==> src/rtl/wdg_pkg.sv <==
package wdg_pkg;
    typedef enum logic [1:0] {
        WD_STOP    = 2'd0,
        WD_ARMED   = 2'd1,
        WD_GRACE   = 2'd2,
        WD_TRIPPED = 2'd3
    } wd_state_e;
endpackage

==> src/rtl/wdg_key_gate.sv <==
module wdg_key_gate #(
    parameter int DATA_W = 32,
    parameter int CNT_W  = 8,
    parameter int KEY_W  = 7
) (
    input  logic [DATA_W-1:0] ctrl_q,
    input  logic              wr_en,
    input  logic [DATA_W-1:0] wr_data,
    output logic              accept,
    output logic              load_run,
    output logic [CNT_W:0]    load_cnt
);
    localparam int EN_BIT = CNT_W;
    localparam int KEY_LO = CNT_W + 1;
    localparam int KEY_HI = CNT_W + KEY_W;

    logic key_ok;

    always_comb begin
        key_ok   = (wr_data[KEY_HI:KEY_LO] == ~ctrl_q[KEY_HI:KEY_LO]);
        accept   = wr_en && (!ctrl_q[EN_BIT] || key_ok);
        load_run = wr_data[EN_BIT];
        if (wr_data[CNT_W-1:0] == '0)
            load_cnt = {1'b1, {CNT_W{1'b0}}};
        else
            load_cnt = {1'b0, wr_data[CNT_W-1:0]};
    end
endmodule

==> src/rtl/wdg_fsm.sv <==
module wdg_fsm
    import wdg_pkg::*;
#(
    parameter int CNT_W = 8,
    parameter int GRACE = 10
) (
    input  logic           clk,
    input  logic           rst_n,
    input  logic           tick,
    input  logic           accept,
    input  logic           load_run,
    input  logic [CNT_W:0] load_cnt,
    output logic [CNT_W:0] count,
    output logic           nmi,
    output logic           rst_req
);
    localparam logic [CNT_W:0] GRACE_V = (CNT_W + 1)'(GRACE);
    localparam logic [CNT_W:0] ONE_V   = (CNT_W + 1)'(1);

    wd_state_e      st_q, st_d;
    logic [CNT_W:0] cnt_q, cnt_d;
    logic           first_hit, final_hit;

    always_comb begin
        st_d      = st_q;
        cnt_d     = cnt_q;
        first_hit = 1'b0;
        final_hit = 1'b0;
        if (accept) begin
            st_d  = load_run ? WD_ARMED : WD_STOP;
            cnt_d = load_cnt;
        end else if (tick) begin
            unique case (st_q)
                WD_ARMED: begin
                    if (cnt_q == ONE_V) begin
                        first_hit = 1'b1;
                        st_d      = WD_GRACE;
                        cnt_d     = GRACE_V;
                    end else begin
                        cnt_d = cnt_q - ONE_V;
                    end
                end
                WD_GRACE: begin
                    if (cnt_q == ONE_V) begin
                        final_hit = 1'b1;
                        st_d      = WD_TRIPPED;
                        cnt_d     = '0;
                    end else begin
                        cnt_d = cnt_q - ONE_V;
                    end
                end
                WD_STOP, WD_TRIPPED: begin
                    st_d = st_q;
                end
            endcase
        end
    end

    // state register
    always_ff @(posedge clk) begin
        if (!rst_n) begin
            st_q  <= WD_STOP;
            cnt_q <= '0;
        end else begin
            st_q  <= st_d;
            cnt_q <= cnt_d;
        end
    end

    // outputs
    always_ff @(posedge clk) begin
        if (!rst_n) begin
            nmi     <= 1'b0;
            rst_req <= 1'b0;
        end else begin
            rst_req <= final_hit;
            if (accept)
                nmi <= 1'b0;
            else if (first_hit)
                nmi <= 1'b1;
        end
    end

    assign count = cnt_q;
endmodule

==> src/rtl/keyed_watchdog.sv <==
module keyed_watchdog #(
    parameter int DATA_W = 32,
    parameter int CNT_W  = 8,
    parameter int KEY_W  = 7,
    parameter int GRACE  = 10
) (
    input  logic              clk,
    input  logic              rst_n,
    input  logic              wr_en,
    input  logic [DATA_W-1:0] wr_data,
    input  logic              tick,
    output logic [DATA_W-1:0] rd_ctrl,
    output logic [DATA_W-1:0] rd_status,
    output logic              nmi,
    output logic              rst_req
);
    localparam int PAD_W = DATA_W - CNT_W - 2;

    logic [DATA_W-1:0] ctrl_q;
    logic              accept, load_run;
    logic [CNT_W:0]    load_cnt, count;

    wdg_key_gate #(.DATA_W(DATA_W), .CNT_W(CNT_W), .KEY_W(KEY_W)) u_gate (
        .ctrl_q   (ctrl_q),
        .wr_en    (wr_en),
        .wr_data  (wr_data),
        .accept   (accept),
        .load_run (load_run),
        .load_cnt (load_cnt)
    );

    wdg_fsm #(.CNT_W(CNT_W), .GRACE(GRACE)) u_fsm (
        .clk      (clk),
        .rst_n    (rst_n),
        .tick     (tick),
        .accept   (accept),
        .load_run (load_run),
        .load_cnt (load_cnt),
        .count    (count),
        .nmi      (nmi),
        .rst_req  (rst_req)
    );

    always_ff @(posedge clk) begin
        if (!rst_n)
            ctrl_q <= '0;
        else if (accept)
            ctrl_q <= wr_data;
    end

    assign rd_ctrl   = ctrl_q;
    assign rd_status = {{PAD_W{1'b0}}, nmi, count};
endmodule

==> config.mk <==
export PLATFORM = sky130hd
export DESIGN_NAME = keyed_watchdog
export DESIGN_NICKNAME = d
export VERILOG_FILES = /design/src/rtl/wdg_pkg.sv /design/src/rtl/wdg_key_gate.sv /design/src/rtl/wdg_fsm.sv /design/src/rtl/keyed_watchdog.sv
export SDC_FILE = /design/constraint.sdc
export NUM_CORES = 1
export LEC_CHECK = 0
export BUFFER_PORTS_ARGS = -buffer_cell sky130_fd_sc_hd__buf_4
export CAP_MARGIN = 20
export CORE_AREA = 2 2 106 57
export CTS_BUF_LIST = sky130_fd_sc_hd__clkbuf_16
export CTS_CLUSTER_SIZE = 14
export DETAILED_ROUTE_END_ITERATION = 8
export DIE_AREA = 0 0 108 59
export PLACE_DENSITY = 0.73
export SETUP_SLACK_MARGIN = 0.5
export SLEW_MARGIN = 20
export SYNTH_ARGS = -nofsm -noshare
export SYNTH_HDL_FRONTEND = slang
export SYNTH_SLANG_ARGS = --single-unit
==> constraint.sdc <==
create_clock -name clk -period 1.6 [get_ports clk]
set_input_delay 0.08 -clock clk [delete_from_list [all_inputs] [get_ports clk]]
set_output_delay 0.08 -clock clk [all_outputs]
set_load 0.05 [all_outputs]
* Word-level counts from Yosys, hierarchy flattened
Index checks and enable logic that the tools add are counted.
** Storage, ports and cells
- Logic and storage cells :: 46
- Bits in registers :: 45
- Bits of input ports :: 36
- Output and inout port bits :: 66
** Cells by class
- Equality and inequality tests :: 8
- Add/sub/neg operators :: 1
- Bitwise gates (word level) :: 4
- Muxes and demuxes :: 16
- Reduce and logical (&&, ||, !) cells :: 12
** Operators with widths (number)
- 2-to-1 mux 9 bit :: 5
- one-hot mux 9 bit (2 select lines) :: 1
- == test 9 x 1 -> 1 bit (second input constant) :: 1
- subtractor 9 x 1 -> 9 bit (second input constant) :: 1
- zero test 8 bit :: 1
- 2-to-1 mux 2 bit :: 4
- == test 7 bit :: 1
- NOT 7 bit :: 1
- inequality test 3 x 2 -> 1 bit (second input constant) :: 2
- 2-to-1 mux 1 bit :: 5
- == test 2 bit (second input constant) :: 2
- one-hot mux 2 bit (2 select lines) :: 1
- AND reduction 4 bit :: 1
- OR reduction 2 bit :: 2
- OR reduction 4 bit :: 1
- NOT 1 bit :: 3
- nonzero test 3 bit :: 1
- == test 2 x 1 -> 1 bit (second input constant) :: 1
- zero test 2 bit :: 1
- inequality test 2 bit (second input constant) :: 1
- AND reduction 2 bit :: 1
- nonzero test 2 bit :: 1
- logical AND 1 bit :: 1
- zero test 1 bit :: 1
- logical OR 1 bit :: 1

* Depth between registers and ports, before layout
Gate-level depths: netlist of the first run.
- Depth in word-level cells :: 6
- Mapped depth :: 8
- Gate-level depth less buffers :: 7

* Hierarchy
A second synthesis of the first run with hierarchy kept.
** Unflattened totals
- Cells, all modules :: 249
- Area, all modules :: 2366.0 sq um
** Modules (own cells, without submodules)
- keyed_watchdog :: times used 1, area an instance 1420.1 sq um, cells each 127, seq. area each 640.6 sq um
- wdg_fsm :: times used 1, area an instance 799.5 sq um, cells each 99, seq. area each 260.2 sq um
- wdg_key_gate :: times used 1, area an instance 146.4 sq um, cells each 23, seq. area each 0.0 sq um

* Worst setup path before layout of the first run
Ideal clock, no wire load.
- Path type :: register to register
- Start point :: register u_fsm.cnt_q[1], in the netlist u_fsm.count[1]
- End point :: register u_fsm.cnt_q[5], in the netlist u_fsm.count[5]
- Library setup time :: 86 ps
- Required time :: 1514 ps
- Slack :: -500 ps
- Cell stages (with the launch flop) :: 7
- Arrival :: 2014 ps
- Buffers on the path :: 0
- Clock period less this slack :: 2100 ps
- Path through :: dfxtp_1 inv_1 ha_1 nor4b_4 a21oi_1 or4b_4 a221oi_2
** Between the ends
- Longest elaborated chain between the ends :: 5
- Elaborated cells on any way between the ends :: 7
- Those cells by class :: add/sub (1); eq/ne (1); mux (5)
** RTL lines
- start: declaration :: line wdg_fsm.sv:21 : logic [CNT_W:0] cnt_q, cnt_d;
- start signal: assignment :: line wdg_fsm.sv:66 : cnt_q <= cnt_d;
- subtractor 9 x 1 -> 9 bit or == test 9 x 1 -> 1 bit (tied branches)
- 2-to-1 mux 9 bit, on equally long branches :: line wdg_fsm.sv:44, wdg_fsm.sv:35
- one-hot mux 9 bit (2 select lines) (*) :: line wdg_fsm.sv:33 : unique case (st_q)
- 2-to-1 mux 9 bit (*) :: line wdg_fsm.sv:32 : end else if (tick) begin
- 2-to-1 mux 9 bit (*) :: line wdg_fsm.sv:29 : if (accept) begin
Every way passes the cells marked *; elsewhere a longest branch is shown, timed or not. The select of a mux whose other input is x is not followed.
A chain may end at the register's enable or synchronous reset.

* Worst setup path in the final report of the first run
Same ends and word-level chain as after synthesis.

==> results of run 1 <==
cell usage after synthesis (all sizes together) (2+ instances only):
| cell | number |
|---|---|
| dfxtp | 45 |
| nor2 | 40 |
| mux2i | 34 |
| buf | 28 |
| a21oi | 10 |
| inv | 10 |
| xor2 | 7 |
| o21ai | 6 |
| clkbuf | 5 |
| nand3 | 5 |
| nor3 | 5 |
| a221oi | 4 |
| ha | 4 |
| nand2 | 4 |
| nor2b | 4 |
| nor4 | 3 |
| a211oi | 2 |
| mux2 | 2 |
| nand2b | 2 |
| nand4 | 2 |
where the power goes:
| part | switching [mW] | total (mW) | internal [mW] | leakage (nW) |
|---|---|---|---|---|
| Combinational | 0.738 | 1.29 | 0.551 | 1.30 |
| Clock | 0.418 | 1.15 | 0.733 | 0.0852 |
| Sequential | 0.0671 | 1.27 | 1.20 | 0.379 |
sequential cells by signal, indices dropped and copies added (netlist names):
register,flops
u_fsm.nmi,1
u_fsm.st_q,2
rd_ctrl,32
u_fsm.count,9
u_fsm.rst_req,1
area by class of cell:
class,instances,area [um^2],area share [%]
clock inverters,3,42.5,1.14
multi-input cells,170,1310,35.0
flip-flops and latches,45,945,25.2
well taps,73,91.3,2.44
clock buffers,5,125,3.34
inverters,11,43.8,1.17
repair buffers,126,1190,31.7
worst max-delay path, cell delays in order (launching register included):
cell      delay, ps
dfxtp_4         370
inv_4            40
ha_4            140
nor4b_4         130
buf_4           150
a21oi_4         140
or4b_4          500
a221oi_2        230
routing by layer:
| layer | wire [um] | vias up |
|---|---|---|
| li1 | - | 1016 |
| met1 | 2810 | 1052 |
| met2 | 3490 | 77 |
| met3 | 286 | 16 |
| met4 | 140 | 0 |
| met5 | 0 | - |
what timing repair did:
item,4_1_cts,5_1_grt
resized for setup,47,11
endpoints found under the setup margin,45,48
pin swaps,15,10
buffers inserted,13,2
endpoints found under the hold margin,0,0
cloned,7,0
placed cells by master (no fill, tap or decap), types with 2 or more instances in the layout:
cell / count
nor2_1: 37
nand2_1: 2
ha_2: 3
buf_12: 5
nor2_2: 3
xor2_1: 6
a211oi_2: 2
dfxtp_2: 5
buf_6: 8
nand2b_4: 2
buf_4: 105
inv_1: 9
dfxtp_1: 30
nor3_1: 4
buf_16: 7
clkbuf_16: 5
mux2i_1: 33
nand3_2: 3
conb_1: 22
a221oi_1: 3
nand3_1: 2
dfxtp_4: 10
o21ai_0: 2
nor4_1: 2
a21oi_1: 4
a21oi_2: 5
nand4_1: 2
nor2b_4: 2
o21ai_2: 2
worst min path at each step:
stage | from | to | slack [ps]
floorplan | wr_data[1] | u_fsm.count[1]$_SDFFE_PN0P_ | 220
global placement | wr_data[31] | rd_ctrl[31]$_SDFFE_PN0P_ | 310
detailed placement | wr_data[28] | rd_ctrl[28]$_SDFFE_PN0P_ | 330
CTS | wr_data[19] | rd_ctrl[19]$_SDFFE_PN0P_ | 30
global route | wr_data[29] | rd_ctrl[29]$_SDFFE_PN0P_ | 40
finish | wr_data[28] | rd_ctrl[28]$_SDFFE_PN0P_ | 40
kinds of logic after synthesis:
kind of cell / Yosys count / share of synthesized area [%]
AO/OA/AOI/OAI: 27 / 8.38
XOR/XNOR: 7 / 2.77
adder cells (fa/ha/maj): 4 / 2.26
buffers and inverters: 44 / 11.9
flip-flops: 45 / 40.7
multiplexers: 36 / 16.4
other: 1 / 0.170
AND/OR/NAND/NOR: 74 / 17.3
==> results by group, run 1 <==
Status
  – Outcome: finished with violations
  – Failing checks: negative setup slack

Die
  – Cell row count: 19
  – Die width: 108 um
  – Ports: 102
  – Total core area: 5350 um^2
  – DIE HEIGHT: 59 um
  – Initial core utilization: 41.3%
  – Die area: 6370 um^2

Layout
  – ANT cells: 0
  – P&R area growth vs syn: 69.4%
  – Filler instances: 354
  – Final cell count without fillers: 433
  – Fin area: 3750 um^2
  – Layout Nets: 399
  – Final core utilization: 70.0%
  – Layout cells sized above 1: 53.9%

Timing
  – Setup ws final: -201 ps
  – Max-slew headroom: 53.4%
  – Final critical-path required period: 1800 ps
  – Fin crit share: 113%
  – Min Hold Slack: 37.6 ps
  – TNS Setup: -2930 ps
  – Unrepaired setup endpoints after global routing: true
  – Peak Freq: 555 MHz
  – Final Hold Fails: 0
  – Pins Over Slew Limit: 0
  – Clock skew: 3.74 ps
  – Worst slew pin tran: 694 ps
  – Final setup viols: 43

Yosys
  – Post-Syn Area per Cell: 9.29 um^2
  – Post-synth ARST share: 0%
  – Ys Warns: 0
  – Yosys reg bits: 45
  – Sequential fraction of the synthesis area: 40.7%
  – Yosys cell types: 41
  – Yosys top cell area share: 40.7%
  – Synth Instances: 238
  – Synth area leaders: dfxtp_1, mux2i_1, buf_4
  – Number of synthesized flops with an enable pin: 0
  – Primary FF master, synth: dfxtp_1
  – Area leader, netlist: dfxtp_1
  – Synthesized area: 2210 um^2

Power and ir drop
  – Leakage: 1.76 nW
  – Pwr dens: 989 nW/um^2
  – Worst VDD drop: 627 uV
  – Total Power: 3.70 mW

Detailed routing
  – Post-DR vias/cell: 4.99
  – First-pass DRT Iterations: 4
  – Antenna Nets Post-Route: 0
  – Vias: 2161
  – Drt wl/cell: 15.5 um
  – WL final: 6.72 mm
  – DRT iter0 DRCs: 55
  – Post-route DRC: 0

Critical path
  – Crit Path Max Fanout: 3
  – Crit start category: flip-flop
  – Critical Path Sink Type: flip-flop
  – End point of the critical path: u_fsm.count[5]$_SDFFE_PN0P_
  – Reg2reg end: u_fsm.count[5]$_SDFFE_PN0P_
  – Kind of critical path: reg2reg
  – CP arrival: 1970 ps
  – Crit path launch: u_fsm.count[1]$_SDFFE_PN0P_
  – WP data required: 1770 ps
  – R2r startpoint: u_fsm.count[1]$_SDFFE_PN0P_
  – Worst reg2reg setup slack: -200 ps
  – R2R depth: 7

Placement
  – Pre-CTS setup slack: -132 ps
  – DP Cell Count: 403
  – GP Congestion: 0.850
  – HPWL after DPL: 4.10 mm
  – Placed inst area: 3060 um^2
  – Buffers on Ports: 79

Global routing
  – Grt ovf: 0
  – Busiest grt layer: met2
  – Vias in the first global route: 2237
  – Initial antenna violation count: 0
  – GRT Total Usage: 21.8%
  – M3 GR Usage: 3.52%
  – Met1 Track Usage GR: 25.5%
  – GR Util met2: 40.9%
  – First-pass GRT wire length: 10.8 mm
  – Largest net degree at the start of global routing: 24

Clock network
  – Buffer depth of the longest clock path: 2
  – Clock transition at the registers of the reported paths: 60 ps
  – Hold buffer count at cts: 0
  – Htree depth: 2
  – Clock latency on the worst-skew pair: 280 ps
  – CTS tree: built
  – CTS Buf Count: 5
  – Clock Sinks: 45
  – CTS Root Cell: clkbuf_16

Worst hold path
  – Hold depth: 3
  – Worst Hold Class: in2reg

Job
  – Max cap viols: 0
No activity file was read; power rests on OpenSTA's default activity.
==> inputs of run 2 (changes only) <==
--- a/config.mk
+++ b/config.mk
@@ -7,12 +7,12 @@
 export LEC_CHECK = 0
 export BUFFER_PORTS_ARGS = -buffer_cell sky130_fd_sc_hd__buf_4
 export CAP_MARGIN = 20
-export CORE_AREA = 2 2 106 57
+export CORE_AREA = 2 2 103 55
 export CTS_BUF_LIST = sky130_fd_sc_hd__clkbuf_16
 export CTS_CLUSTER_SIZE = 14
 export DETAILED_ROUTE_END_ITERATION = 8
-export DIE_AREA = 0 0 108 59
-export PLACE_DENSITY = 0.73
+export DIE_AREA = 0 0 105 57
+export PLACE_DENSITY = 0.75
 export SETUP_SLACK_MARGIN = 0.5
 export SLEW_MARGIN = 20
 export SYNTH_ARGS = -nofsm -noshare
==> constraint.sdc (replaced) <==
create_clock -name clk -period 1.86 [get_ports clk]
set_input_delay 0.093 -clock clk [delete_from_list [all_inputs] [get_ports clk]]
set_output_delay 0.093 -clock clk [all_outputs]
set_load 0.05 [all_outputs]
==> run 2 against run 1 <==
The run now ends clean. Die area decreased by 6.1%. Utilization is 0.92 points higher. Maximum frequency up 0.42%. First-iteration DRC count is 49% higher. Non-clock buffer count fell by 8. Count of clock-buffer cells in the layout is the same. Critical endpoint unchanged. Highest routed layer unchanged.
==> results by group, run 2 (same netlist as run 1, synthesis figures left out) <==
Clock network
  – Hold buffer count at cts: 0 (unchanged)
  – Clock latency on the worst-skew pair: 280 ps (about the same)
  – CTS Buf Count: 5 (unchanged)
  – CTS Root Cell: clkbuf_16
  – CTS tree: built
  – Buffer depth of the longest clock path: 2 (unchanged)
  – Clock Sinks: 45 (unchanged)
  – Clock transition at the registers of the reported paths: 60 ps (about the same)
  – Htree depth: 2 (unchanged)

Timing
  – Worst slew pin tran: 662 ps (-32.3 ps)
  – Peak Freq: 558 MHz (+0.42%)
  – Min Hold Slack: 39.6 ps (+2.01 ps)
  – Unrepaired setup endpoints after global routing: true
  – Final setup viols: 0 (-100%)
  – Clock skew: 3.73 ps (-0.00606 ps)
  – Final critical-path required period: 1790 ps (-7.58 ps)
  – Pins Over Slew Limit: 0 (unchanged)
  – Max-slew headroom: 55.6% (+2.2 points)
  – TNS Setup: 0 ps (+2930 ps)
  – Fin crit share: 96.4% (-16 points)
  – Final Hold Fails: 0 (unchanged)

Global routing
  – GRT Total Usage: 22.6% (+0.85 points)
  – Vias in the first global route: 2054 (-8.2%)
  – Initial antenna violation count: 0 (unchanged)
  – Largest net degree at the start of global routing: 20 (-17%)
  – First-pass GRT wire length: 10.6 mm (-1.7%)
  – Grt ovf: 0 (unchanged)

Detailed routing
  – Post-DR vias/cell: 4.95 (-0.85%)
  – First-pass DRT Iterations: 4 (unchanged)
  – WL final: 7.12 mm (+5.9%)
  – Drt wl/cell: 16.8 um (+7.9%)
  – Antenna Nets Post-Route: 0 (unchanged)
  – Post-route DRC: 0 (unchanged)
  – DRT iter0 DRCs: 82 (+49%)
  – Vias: 2103 (-2.7%)

Layout
  – Layout Nets: 391 (-2.0%)
  – Most common cell after layout, fill and taps aside: buf_4
  – Fin area: 3680 um^2 (-1.8%)
  – Filler instances: 377 (+6.5%)
  – FF/Latch Area: 941 um^2 (-0.40%)
  – Final cell count without fillers: 425 (-1.8%)
  – Footprint of the multi-input gates: 1320 um^2 (+0.38%)
  – Layout cells sized above 1: 50.6% (-3.3 points)
  – ANT cells: 0 (unchanged)
  – Highest-count cells in the layout ignoring fill and taps: buf_4, nor2_1, mux2i_1
  – Max reg flops: 32 (unchanged)
  – P&R area growth vs syn: 66.3%

Die
  – Total core area: 5180 um^2 (-3.1%)
  – Die area: 5990 um^2 (-6.1%)
  – Initial core utilization: 42.7% (+1.3 points)
  – Ports: 102 (unchanged)
  – Die width: 105 um (-2.8%)
  – Cell row count: 19 (unchanged)
  – DIE HEIGHT: 57 um (-3.4%)

Placement
  – GP Congestion: 0.860 (+1.2%)
  – HPWL after DPL: 3.96 mm (-3.4%)
  – Buffers on Ports: 79 (unchanged)
  – DP Cell Count: 385 (-4.5%)
  – Placed inst area: 2900 um^2 (-5.2%)

Power and ir drop
  – Worst VDD drop: 561 uV (-11%)
  – Leakage: 1.72 nW (-2.1%)
  – Pwr dens: 868 nW/um^2 (-12%)

Worst hold path
  – Worst Hold Path EP: rd_ctrl[16]$_SDFFE_PN0P_
  – HP Start: wr_data[16]
  – Worst Hold Class: in2reg
  – Hold depth: 3 (unchanged)

Critical path
  – Crit start category: flip-flop
  – WP data required: 2040 ps (+270 ps)
  – Reg2reg end: u_fsm.count[5]$_SDFFE_PN0P_
  – CP arrival: 1980 ps (about the same)
  – Critical Path Sink Type: flip-flop
  – Worst reg2reg setup slack: 70 ps (+270 ps)
  – R2r startpoint: u_fsm.st_q[0]$_SDFFE_PN0P_
  – R2R depth: 6 (-1)
  – Crit Path Max Fanout: 7 (+4)
  – Kind of critical path: reg2reg

Status
  – Outcome: complete, no violations

Job
  – Max cap viols: 0 (unchanged)
[run 2: report_power, final]
group	total [mW]	internal, mW	switching, mW	leakage (nW)
Sequential	1.10	1.03	0.0693	0.378
Clock	0.998	0.625	0.373	0.0826
Combinational	1.10	0.458	0.638	1.26
Total	3.19	2.11	1.08	1.72
[run 2: worst max-delay path by stage]
stage / start / endpoint / slack, ps
6_report: u_fsm.st_q[0]$_SDFFE_PN0P_ / u_fsm.count[5]$_SDFFE_PN0P_ / 70
5_1_grt: u_fsm.st_q[0]$_SDFFE_PN0P_ / u_fsm.count[5]$_SDFFE_PN0P_ / 4
4_1_cts: u_fsm.count[1]$_SDFFE_PN0P_ / u_fsm.count[5]$_SDFFE_PN0P_ / 120
3_5_place_dp: u_fsm.count[1]$_SDFFE_PN0P_ / u_fsm.count[1]$_SDFFE_PN0P_ / -40
3_3_place_gp: u_fsm.count[1]$_SDFFE_PN0P_ / u_fsm.count[1]$_SDFFE_PN0P_ / 50
2_1_floorplan: u_fsm.count[1]$_SDFFE_PN0P_ / u_fsm.count[3]$_SDFFE_PN0P_ / 110
[run 2: stage by stage]
step | utilization [%] | setup WS (ps) | total power [mW]
global placement | 56.0 | 50.7 | 1.92
global route | 71.0 | 4.04 | 3.32
finish | 71.0 | 66.4 | 3.19
floorplan | - | 108 | 1.73
CTS | 67.5 | 120 | 3.08
detailed placement | 56.0 | -39.7 | 1.93
[run 2: what timing repair did]
action                                  in CTS  in global routing
gates resized for setup                     32                 19
endpoints found under the hold margin        0                  0
pin swaps                                   14                 14
endpoints found under the setup margin      45                 45
gates cloned                                 6                  1
buffers inserted                            20                  5
[run 2: layer usage]
metal	track usage, %	routed length [um]
met1	30.3	3200
met2	35.2	3260
met3	7.31	536
met4	7.24	126
met5	0	0
[run 2: layout make-up]
class | instances | area share, %
inverter | 11 | 1.19
tap | 73 | 2.48
multi-input combinational | 170 | 35.8
timing repair buffer | 118 | 30.5
clock inverter | 3 | 1.02
clock buffer | 5 | 3.40
sequential | 45 | 25.6
[run 2: worst max-delay path: stages, from the launching register on]
cell and delay [ps]:
dfxtp_1 340, inv_1 100, ha_2 290, o21ai_2 140
a21oi_4 130, or4b_4 470, a221oi_2 220
